==> src/rtl/hpf_pkg.sv <==
package hpf_pkg;

    // Kind code driven by the caller with each sample set.
    typedef enum logic [1:0] {
        KIND_HORZ = 2'd0,
        KIND_VERT = 2'd1,
        KIND_CNTR = 2'd2,
        KIND_NONE = 2'd3
    } hp_kind_e;

    // Occupancy state of one pipeline slot.
    typedef enum logic [1:0] {
        SLOT_EMPTY = 2'd0,
        SLOT_EDGE  = 2'd1,
        SLOT_CNTR  = 2'd2
    } slot_e;

    // Kernel shape and the two normalising shifts.
    localparam int NTAP       = 6;
    localparam int W_OUTER    = 1;
    localparam int W_MIDDLE   = 5;
    localparam int W_INNER    = 20;
    localparam int EDGE_SHIFT = 5;
    localparam int CNTR_SHIFT = 10;

endpackage

==> src/rtl/hpf_pair_stage.sv <==
module hpf_pair_stage
    import hpf_pkg::*;
#(
    parameter int PIX_W = 8,
    parameter int MID_W = 16,
    parameter int ACC_W = MID_W + 7
) (
    input  logic                         clk,
    input  logic                         rst_n,
    input  logic                         in_valid,
    input  hp_kind_e                     in_kind,
    input  logic [NTAP*MID_W-1:0]        in_taps,
    output slot_e                        slot_q,
    output hp_kind_e                     kind_q,
    output logic signed [ACC_W-1:0]      pair_outer_q,
    output logic signed [ACC_W-1:0]      pair_middle_q,
    output logic signed [ACC_W-1:0]      pair_inner_q
);

    localparam int PAD_PIX = ACC_W - PIX_W;
    localparam int PAD_MID = ACC_W - MID_W;

    slot_e                   slot_d;
    logic signed [ACC_W-1:0] ext [NTAP];
    logic signed [ACC_W-1:0] outer_d;
    logic signed [ACC_W-1:0] middle_d;
    logic signed [ACC_W-1:0] inner_d;

    // Widen each tap: zero-extend a pixel byte for edge kinds,
    // sign-extend the full intermediate word for the centre kind.
    for (genvar g = 0; g < NTAP; g++) begin : g_ext
        logic [MID_W-1:0] word;
        assign word   = in_taps[g*MID_W +: MID_W];
        assign ext[g] = (in_kind == KIND_CNTR)
                      ? {{PAD_MID{word[MID_W-1]}}, word}
                      : {{PAD_PIX{1'b0}}, word[PIX_W-1:0]};
    end

    // Fold the symmetric kernel into three pair sums.
    assign outer_d  = ext[0] + ext[NTAP-1];
    assign middle_d = ext[1] + ext[NTAP-2];
    assign inner_d  = ext[2] + ext[NTAP-3];

    // Next slot state.
    always_comb begin
        slot_d = SLOT_EMPTY;
        if (in_valid) begin
            unique case (in_kind)
                KIND_HORZ, KIND_VERT: slot_d = SLOT_EDGE;
                KIND_CNTR:            slot_d = SLOT_CNTR;
                KIND_NONE:            slot_d = SLOT_EMPTY;
            endcase
        end
    end

    // Slot state register.
    always_ff @(posedge clk or negedge rst_n) begin
        if (!rst_n) begin
            slot_q <= SLOT_EMPTY;
        end else begin
            slot_q <= slot_d;
        end
    end

    // Data registers, loaded only when the slot fills.
    always_ff @(posedge clk or negedge rst_n) begin
        if (!rst_n) begin
            kind_q        <= KIND_HORZ;
            pair_outer_q  <= '0;
            pair_middle_q <= '0;
            pair_inner_q  <= '0;
        end else if (slot_d != SLOT_EMPTY) begin
            kind_q        <= in_kind;
            pair_outer_q  <= outer_d;
            pair_middle_q <= middle_d;
            pair_inner_q  <= inner_d;
        end
    end

endmodule

==> src/rtl/hpf_round_stage.sv <==
module hpf_round_stage
    import hpf_pkg::*;
#(
    parameter int PIX_W = 8,
    parameter int MID_W = 16,
    parameter int ACC_W = MID_W + 7
) (
    input  logic                     clk,
    input  logic                     rst_n,
    input  slot_e                    slot_i,
    input  hp_kind_e                 kind_i,
    input  logic signed [ACC_W-1:0]  pair_outer_i,
    input  logic signed [ACC_W-1:0]  pair_middle_i,
    input  logic signed [ACC_W-1:0]  pair_inner_i,
    output logic                     out_valid,
    output logic [1:0]               out_kind,
    output logic [PIX_W-1:0]         out_pix,
    output logic [MID_W-1:0]         out_raw
);

    localparam logic signed [ACC_W-1:0] EDGE_BIAS = ACC_W'(1 << (EDGE_SHIFT - 1));
    localparam logic signed [ACC_W-1:0] CNTR_BIAS = ACC_W'(1 << (CNTR_SHIFT - 1));
    localparam logic signed [ACC_W-1:0] PIX_MAX   = ACC_W'((1 << PIX_W) - 1);

    slot_e                   state;
    logic signed [ACC_W-1:0] wsum;
    logic signed [ACC_W-1:0] rnd;
    logic [PIX_W-1:0]        pix_d;
    logic [MID_W-1:0]        raw_d;

    assign state = slot_i;

    // Weighted sum from shifts and adds: 20 = 16 + 4, 5 = 4 + 1.
    assign wsum = (pair_inner_i <<< 4) + (pair_inner_i <<< 2)
                - (pair_middle_i <<< 2) - pair_middle_i
                + pair_outer_i;

    // Rounding and normalisation chosen by slot state.
    always_comb begin
        rnd   = '0;
        raw_d = '0;
        unique case (state)
            SLOT_EDGE: begin
                rnd   = (wsum + EDGE_BIAS) >>> EDGE_SHIFT;
                raw_d = wsum[MID_W-1:0];
            end
            SLOT_CNTR: begin
                rnd   = (wsum + CNTR_BIAS) >>> CNTR_SHIFT;
                raw_d = '0;
            end
            default: begin
                rnd   = '0;
                raw_d = '0;
            end
        endcase
    end

    // Saturate to the pixel range.
    always_comb begin
        if (rnd < 0) begin
            pix_d = '0;
        end else if (rnd > PIX_MAX) begin
            pix_d = '1;
        end else begin
            pix_d = rnd[PIX_W-1:0];
        end
    end

    // Output state: valid follows occupancy.
    always_ff @(posedge clk or negedge rst_n) begin
        if (!rst_n) begin
            out_valid <= 1'b0;
        end else begin
            out_valid <= (state != SLOT_EMPTY);
        end
    end

    // Output data, held while the slot is empty.
    always_ff @(posedge clk or negedge rst_n) begin
        if (!rst_n) begin
            out_kind <= '0;
            out_pix  <= '0;
            out_raw  <= '0;
        end else if (state != SLOT_EMPTY) begin
            out_kind <= kind_i;
            out_pix  <= pix_d;
            out_raw  <= raw_d;
        end
    end

endmodule

==> src/rtl/hpf_sixtap.sv <==
module hpf_sixtap
    import hpf_pkg::*;
#(
    parameter int PIX_W = 8,
    parameter int MID_W = 16
) (
    input  logic                    clk,
    input  logic                    rst_n,
    input  logic                    in_valid,
    input  logic [1:0]              in_kind,
    input  logic [6*MID_W-1:0]      in_taps,
    output logic                    out_valid,
    output logic [1:0]              out_kind,
    output logic [PIX_W-1:0]        out_pix,
    output logic [MID_W-1:0]        out_raw
);

    // Headroom: kernel magnitude sum is 52, below 2**6, plus a sign bit.
    localparam int ACC_W = MID_W + 7;

    hp_kind_e                kind_in;
    slot_e                   s1_slot;
    hp_kind_e                s1_kind;
    logic signed [ACC_W-1:0] s1_outer;
    logic signed [ACC_W-1:0] s1_middle;
    logic signed [ACC_W-1:0] s1_inner;

    assign kind_in = hp_kind_e'(in_kind);

    hpf_pair_stage #(
        .PIX_W (PIX_W),
        .MID_W (MID_W),
        .ACC_W (ACC_W)
    ) u_pair (
        .clk           (clk),
        .rst_n         (rst_n),
        .in_valid      (in_valid),
        .in_kind       (kind_in),
        .in_taps       (in_taps),
        .slot_q        (s1_slot),
        .kind_q        (s1_kind),
        .pair_outer_q  (s1_outer),
        .pair_middle_q (s1_middle),
        .pair_inner_q  (s1_inner)
    );

    hpf_round_stage #(
        .PIX_W (PIX_W),
        .MID_W (MID_W),
        .ACC_W (ACC_W)
    ) u_round (
        .clk           (clk),
        .rst_n         (rst_n),
        .slot_i        (s1_slot),
        .kind_i        (s1_kind),
        .pair_outer_i  (s1_outer),
        .pair_middle_i (s1_middle),
        .pair_inner_i  (s1_inner),
        .out_valid     (out_valid),
        .out_kind      (out_kind),
        .out_pix       (out_pix),
        .out_raw       (out_raw)
    );

endmodule

==> config.mk <==
export PLATFORM = sky130hd
export DESIGN_NAME = hpf_sixtap
export DESIGN_NICKNAME = d
export VERILOG_FILES = /design/src/rtl/hpf_pkg.sv /design/src/rtl/hpf_pair_stage.sv /design/src/rtl/hpf_round_stage.sv /design/src/rtl/hpf_sixtap.sv
export SDC_FILE = /design/constraint.sdc
export NUM_CORES = 1
export LEC_CHECK = 0
export ABC_AREA = 1
export BUFFER_PORTS_ARGS = -buffer_cell sky130_fd_sc_hd__buf_4
export CORE_ASPECT_RATIO = 1.1
export CORE_MARGIN = 4
export CORE_UTILIZATION = 55
export DETAILED_ROUTE_END_ITERATION = 8
export PLACE_DENSITY = 0.77
export SLEW_MARGIN = 5
export SYNTH_ARGS = -nofsm -noshare
export SYNTH_HDL_FRONTEND = slang
export SYNTH_SLANG_ARGS = --single-unit
==> constraint.sdc <==
create_clock -name clk -period 6.32 [get_ports clk]
set_clock_uncertainty 0.2 [all_clocks]
set_input_delay 0 -clock clk [delete_from_list [all_inputs] [get_ports clk]]
set_output_delay 0 -clock clk [all_outputs]
set_load 0.05 [all_outputs]
## After elaboration in Yosys (flattened, before gate mapping)

Cells that the tools add are included.

| storage, ports and cells | value |
|---|---|
| bits in registers | 98 |
| latch bits | 0 |
| bits in writable memories | 0 |
| bits in read-only memories | 0 |
| memories | 0 |

| operators by class | value |
|---|---|
| $add $sub $neg | 9 |
| $mul | 0 |
| divide/modulo/power cells | 0 |
| order comparisons | 2 |
| equal/unequal tests | 5 |
| shift-type cells | 0 |
| multiplexer cells | 12 |
| bitwise logic cells | 0 |
| reductions and logical operators | 4 |

Operator list:

| operator | count |
|---|---|
| $add 23x23->23 | 4 |
| $mux 23 | 4 |
| $pmux 23 s2 | 1 |
| $sub 23x23->23 | 2 |
| $mux 21 | 2 |
| $add 23x11->23 const B | 1 |
| $add 23x6->23 const B | 1 |
| $gt 23x9->1 const B | 1 |
| $lt 23x1->1 const B | 1 |
| $add 21x21->21 | 1 |
| $mux 16 | 1 |
| $mux 8 | 2 |
| $eq 2x2->1 const B | 3 |
| $pmux 2 s3 | 1 |
| $eq 2x1->1 const B | 2 |
| $reduce_bool 2->1 | 2 |
| $logic_not 2->1 | 1 |
| $mux 2 | 1 |
| $reduce_or 2->1 | 1 |

## Depth between registers and ports, before layout

| logic depth | value |
|---|---|
| depth after elaboration | 9 |
| depth in mapped cells | 31 |

## Cells and area by module

A second synthesis with hierarchy kept.

| second synthesis, totals | value |
|---|---|
| cell total of the unflattened synthesis | 1,743 |
| area total of the unflattened synthesis | 11,185.7 µm² |

By module, submodules not included:

| module | instances | cells each | area each (µm²) | seq. area each (µm²) |
|---|---|---|---|---|
| hpf_pair_stage | 1 | 966 | 6,060.8 | 1,826.8 |
| hpf_round_stage | 1 | 777 | 5,124.9 | 675.6 |

## Worst setup path before layout

Ideal clock, no wire load.

| timing path | value |
|---|---|
| kind | register to register |
| start | reg u_pair.pair_inner_q[4] |
| end | reg u_round.out_pix[0] |
| setup time | 0.118 ns |
| data arrival time | 4.145 ns |
| required time | 6.002 ns |
| path slack | 1.857 ns |
| stages on the path, launching flop included | 29 |
| path buffers | 0 |
| clock period less this slack | 4.463 ns |
| cell sequence | dfrtp_1 -> inv_1 -> fa_1 -> inv_1 -> fa_1 -> inv_1 -> fa_1 -> inv_1 -> ha_1 -> nand2_2 -> nor2_1 -> nand2_1 -> nand2_2 -> nand2_1 -> nand2_1 -> ha_1 -> inv_1 -> nor2_2 -> inv_2 -> nor2_1 -> nand3_1 -> nand3_1 -> nand2_1 -> a21oi_2 -> nand3_2 -> nand2_4 -> nand2_1 -> nand2_1 -> nand2_1 |

| between the ends | value |
|---|---|
| longest elaborated chain between the ends | 9 |

Ends and longest elaborated chain:

| item | line | RTL |
|---|---|---|
| from (decl) | hpf_pair_stage.sv:17 | `output logic signed [ACC_W-1:0] pair_inner_q` |
| from (signal assigned) | hpf_pair_stage.sv:76 | `pair_inner_q <= inner_d;` |
| $add 23x23->23 * | hpf_round_stage.sv:34 | `assign wsum = (pair_inner_i <<< 4) + (pair_inner_i <<< 2)` |
| $sub 23x23->23 * (2 in series) | hpf_round_stage.sv:35 | `- (pair_middle_i <<< 2) - pair_middle_i` |
| $add 23x23->23 * | hpf_round_stage.sv:36 | `+ pair_outer_i;` |
| $add 23x11->23 or $add 23x6->23 (tied branches) | hpf_round_stage.sv:48, hpf_round_stage.sv:44 |  |
| $pmux 23 s2 * | hpf_round_stage.sv:42 | `unique case (state)` |
| $gt 23x9->1 | hpf_round_stage.sv:62 | `end else if (rnd > PIX_MAX) begin` |
| $mux 8 | hpf_round_stage.sv:62 |  |
| $mux 8 * | hpf_round_stage.sv:60 | `if (rnd < 0) begin` |
| to (signal assigned) | hpf_round_stage.sv:86 | `out_pix <= pix_d;` |
| to (decl) | hpf_round_stage.sv:17 | `output logic [PIX_W-1:0] out_pix,` |

Every way passes the cells marked *; elsewhere a longest branch is shown, timed or not.
A chain may end at the register's enable or synchronous reset.

## Worst setup path in the final report

| timing path | value |
|---|---|
| start | reg u_pair.pair_inner_q[2] |
| end | reg u_round.out_pix[3] |

The elaborated chain is that of the path after synthesis.

==> results list <==
- The flow ran to the end, and the final reports show no timing, DRC or antenna violations.
* HPWL Detailed: 19200 um
- The worst setup path is launched from a flip-flop.
- Routed WL per cell: 14.0 um
- Total core area: 17300 sq um
- The via count of the first global-routing pass came to 9496.
- Post-synthesis sequential area ratio: 25.0%
- For this design the top-level I/O count stands at 128.
- A synthesized cell averages 7.04 sq um.
- Final slew viol count: 0
- In this run the biggest area consumer among cell types represents 25.0% of the synthesized area.
- From synthesis to final layout, the design area changed by 21.3%.
- For this run, the total global-route usage over all layers was measured as 26.3%.
- Number of buffers created by CTS: 9
- Port buffering added 127 buffers.
- The sequential cells in the finished layout cover a total of 2450 sq um.
* Worst Path Required: 6.37 ns
- Met2 usage: 47.4%
* CTS tree: done
- Crit. End Element: flip-flop
- Global-route congestion overflow total: 0
* Setup repair after global routing missed its margin: no
- Number of distinct library cell variants in the gate-level netlist after synthesis: 41
* Busiest grt layer: met2
- EDFF count, synth: 0
- Counting every instance in the synthesized netlist gives 1390.
* Cell Area, Synth: 9790 sq um
- In the global route stage, met3 resource usage came out at 3.71%.
* Buffer type at the clock tree root: sky130_fd_sc_hd__clkbuf_16
* Pin slew with the least headroom to its limit: 1.01 ns
- Based on the critical path, the design can be clocked at up to 0.195 GHz.
* Drc violations: 0
- Final hold violations: 0
- Warnings from Yosys: 0
- The routed design could run at a clock period as short as 5.12 ns.
- After detailed routing, the total wire length is 25200 um.
* Count of final setup violators: 0
- Entering global routing, the biggest net connects 89 pins.
- The die covers 20000 sq um.
- The initial antenna violation count was 0.
- Maximum clock path buffer count: 2
- The detail route stage leaves a number of antenna-violating nets equal to 0.
- Post-Route Setup TNS: 0 ns
- First-pass GRT wire length: 43200 um
* Share of final-layout standard cells stronger than drive strength 1: 12.9%
* Max Cap Violations: 0
- Starting utilization of the core area: 56.7%
* Antenna cell count: 0
* Fillers: 1459
* Final Wtd Congestion: 0.900
- In this run, the number of DRC markers left after iteration 0 of detailed routing was 458.
* Die height: 148 um
* Vias per std cell: 5.12
- The critical path in this run is classified as reg -> reg.
- Number of nets produced by synthesis: 1629
- Worst-skew pair later-pin latency: 0.36 ns
- After synthesis, the cell types taking the most area are sky130_fd_sc_hd__dfrtp_1 (25%), sky130_fd_sc_hd__nand2_1 (14%), sky130_fd_sc_hd__fa_1 (13%).
- # H-tree levels: 3
* Global routing met1 resource utilization: 31.5%
* Class of the most critical hold timing path: in -> reg
* Number of cells upsized or downsized after cts: 0
- After synthesis the netlist holds a flip-flop and latch count of 98.
- Worst max-slew margin expressed relative to the limit: 32.7%
- Via count: 9245
- The initialized floorplan defines 50 standard-cell rows.
* First-pass detailed-route iteration total: 5
* Multi-input gate area: 6190 sq um
- Data on the critical path arrives at its endpoint at 5.17 ns.
* Async set-or-reset flop fraction in the synthesized netlist: 100%
* Portion of the clock cycle consumed by the worst path in the final layout: 81.1%
* Clock-pin transition on the worst setup and hold timing paths: 0.08 ns
- For this run, the post-layout net count is 1805.
- Library cell occupying the most area in the post-synthesis netlist: sky130_fd_sc_hd__dfrtp_1
- The clock drives 98 sinks.
- Prevailing post-synth register cell: sky130_fd_sc_hd__dfrtp_1
* Die outline width: 135 um
- Along the worst path, the maximum fanout reaches 8.
==> cells in the mapped netlist, drive strengths merged, types with 7 or more instances <==
cell    number
nand4       14
clkbuf      23
o21ai       95
nor2       135
ha          76
xnor2       25
xor2        18
inv        283
nand3       76
fa          62
nand2      390
dfrtp       98
o22ai        7
a21oi       49
==> cells by family after synthesis <==
| family | share of synthesized area, % |
|---|---|
| adders and majority gates | 22.4 |
| AOI/OAI and AO/OA | 9.83 |
| xor gates and xnor gates | 3.85 |
| DFF | 25.0 |
| buffers and inverters | 11.8 |
| and+or+nand+nor | 27.0 |
==> routing by layer <==
| layer | vias up | wire length, um |
|---|---|---|
| li1 | 4643 | - |
| met1 | 4279 | 10600 |
| met2 | 253 | 12700 |
| met3 | 70 | 1070 |
| met4 | 0 | 861 |
| met5 | - | 0 |
==> state kept, by name, indices dropped and copies added (netlist names) <==
name	count
u_round.out_kind	2
u_pair.slot_q	2
u_pair.pair_inner_q	21
u_pair.pair_middle_q	23
u_round.out_valid	1
u_round.out_raw	16
u_pair.pair_outer_q	23
u_pair.kind_q	2
u_round.out_pix	8
==> per-stage QoR <==
step / instances / hold WS, ns / util (%) / cell area, sq um / setup slack, ns
5_1_grt: 1805 / 0.0626 / 68.8 / 11900 / 0.853
2_1_floorplan: 1390 / -0.496 / - / 9790 / 1.86
3_3_place_gp: 1730 / -0.300 / 63.6 / 11000 / 1.28
4_1_cts: 1805 / 0.00514 / 68.8 / 11900 / 1.23
3_5_place_dp: 1730 / -0.299 / 63.6 / 11000 / 1.28
6_report: 1805 / 0.00458 / 68.8 / 11900 / 1.20
==> what timing repair did <==
item | CTS | global route
hold buffers | 59 | 0
buffers inserted | 0 | 0
hold endpoints to repair | 66 | 0
setup endpoints to repair | 0 | 0
==> cell type report <==
| cell class | count | share of cell area, % |
|---|---|---|
| clock buffer | 9 | 1.90 |
| clock inverter | 7 | 0.685 |
| inverter | 284 | 8.98 |
| multi-input combinational | 983 | 52.1 |
| sequential | 98 | 20.6 |
| tap | 234 | 2.46 |
| timing repair buffer | 190 | 13.3 |
==> final timing paths <==
check / startpoint / end / slack, ns / cells past startpoint
max: u_pair.pair_inner_q[2] / u_round.out_pix[3] / 1.20 / 27
min: in_taps[19] / u_pair.pair_middle_q[4] / 0.005 / 5
max reg2reg: u_pair.pair_inner_q[2] / u_round.out_pix[3] / 1.20 / 27
min reg2reg: u_round.out_pix[6] / u_round.out_pix[6] / 0.28 / 2
max in group asynchronous: rst_n / u_round.out_raw[10] / 4.66 / 3
min in group asynchronous: rst_n / u_pair.kind_q[1] / 0.21 / 3
==> worst max-delay path: stages (launching register included) <==
cell,delay [ns]
sky130_fd_sc_hd__dfrtp_1,0.42
sky130_fd_sc_hd__inv_1,0.09
sky130_fd_sc_hd__fa_1,0.53
sky130_fd_sc_hd__inv_1,0.06
sky130_fd_sc_hd__fa_1,0.51
sky130_fd_sc_hd__inv_1,0.06
sky130_fd_sc_hd__fa_1,0.50
sky130_fd_sc_hd__inv_1,0.04
sky130_fd_sc_hd__ha_1,0.36
sky130_fd_sc_hd__nand2_1,0.12
sky130_fd_sc_hd__inv_1,0.08
sky130_fd_sc_hd__nand3_1,0.10
sky130_fd_sc_hd__nand2_1,0.11
sky130_fd_sc_hd__nand2_1,0.06
sky130_fd_sc_hd__nand2_1,0.25
sky130_fd_sc_hd__nand2_1,0.12
sky130_fd_sc_hd__nor2_2,0.20
sky130_fd_sc_hd__nand2_1,0.11
sky130_fd_sc_hd__nor2_1,0.22
sky130_fd_sc_hd__nand4_1,0.12
sky130_fd_sc_hd__nand3_1,0.11
sky130_fd_sc_hd__nand2_1,0.07
sky130_fd_sc_hd__nor2_1,0.13
sky130_fd_sc_hd__nand3_2,0.13
sky130_fd_sc_hd__nand2_4,0.12
sky130_fd_sc_hd__nand2_1,0.06
sky130_fd_sc_hd__nand2_1,0.06
sky130_fd_sc_hd__nand2_1,0.06
==> layout by cell type, fill, tap and decap left out, drive strengths merged <==
cell / count
o21bai: 3
a31oi: 4
a21boi: 1
xor2: 18
o21ai: 95
and2: 4
dlygate4sd3: 59
nand3: 76
a21o: 1
nand4: 14
o31ai: 2
o211ai: 1
inv: 286
o22ai: 7
clkbuf: 9
buf: 131
nor2: 135
nand2: 390
a22o: 1
o32ai: 2
nor3: 4
or2: 3
o21a: 1
clkinv: 5
fa: 62
ha: 76
dfrtp: 98
xnor2: 25
a21oi: 49
a211oi: 4
nand3b: 2
a32o: 3
Power is not shown: default switching activity piles up to over one toggle a cycle in this logic, so the estimate is an artifact.
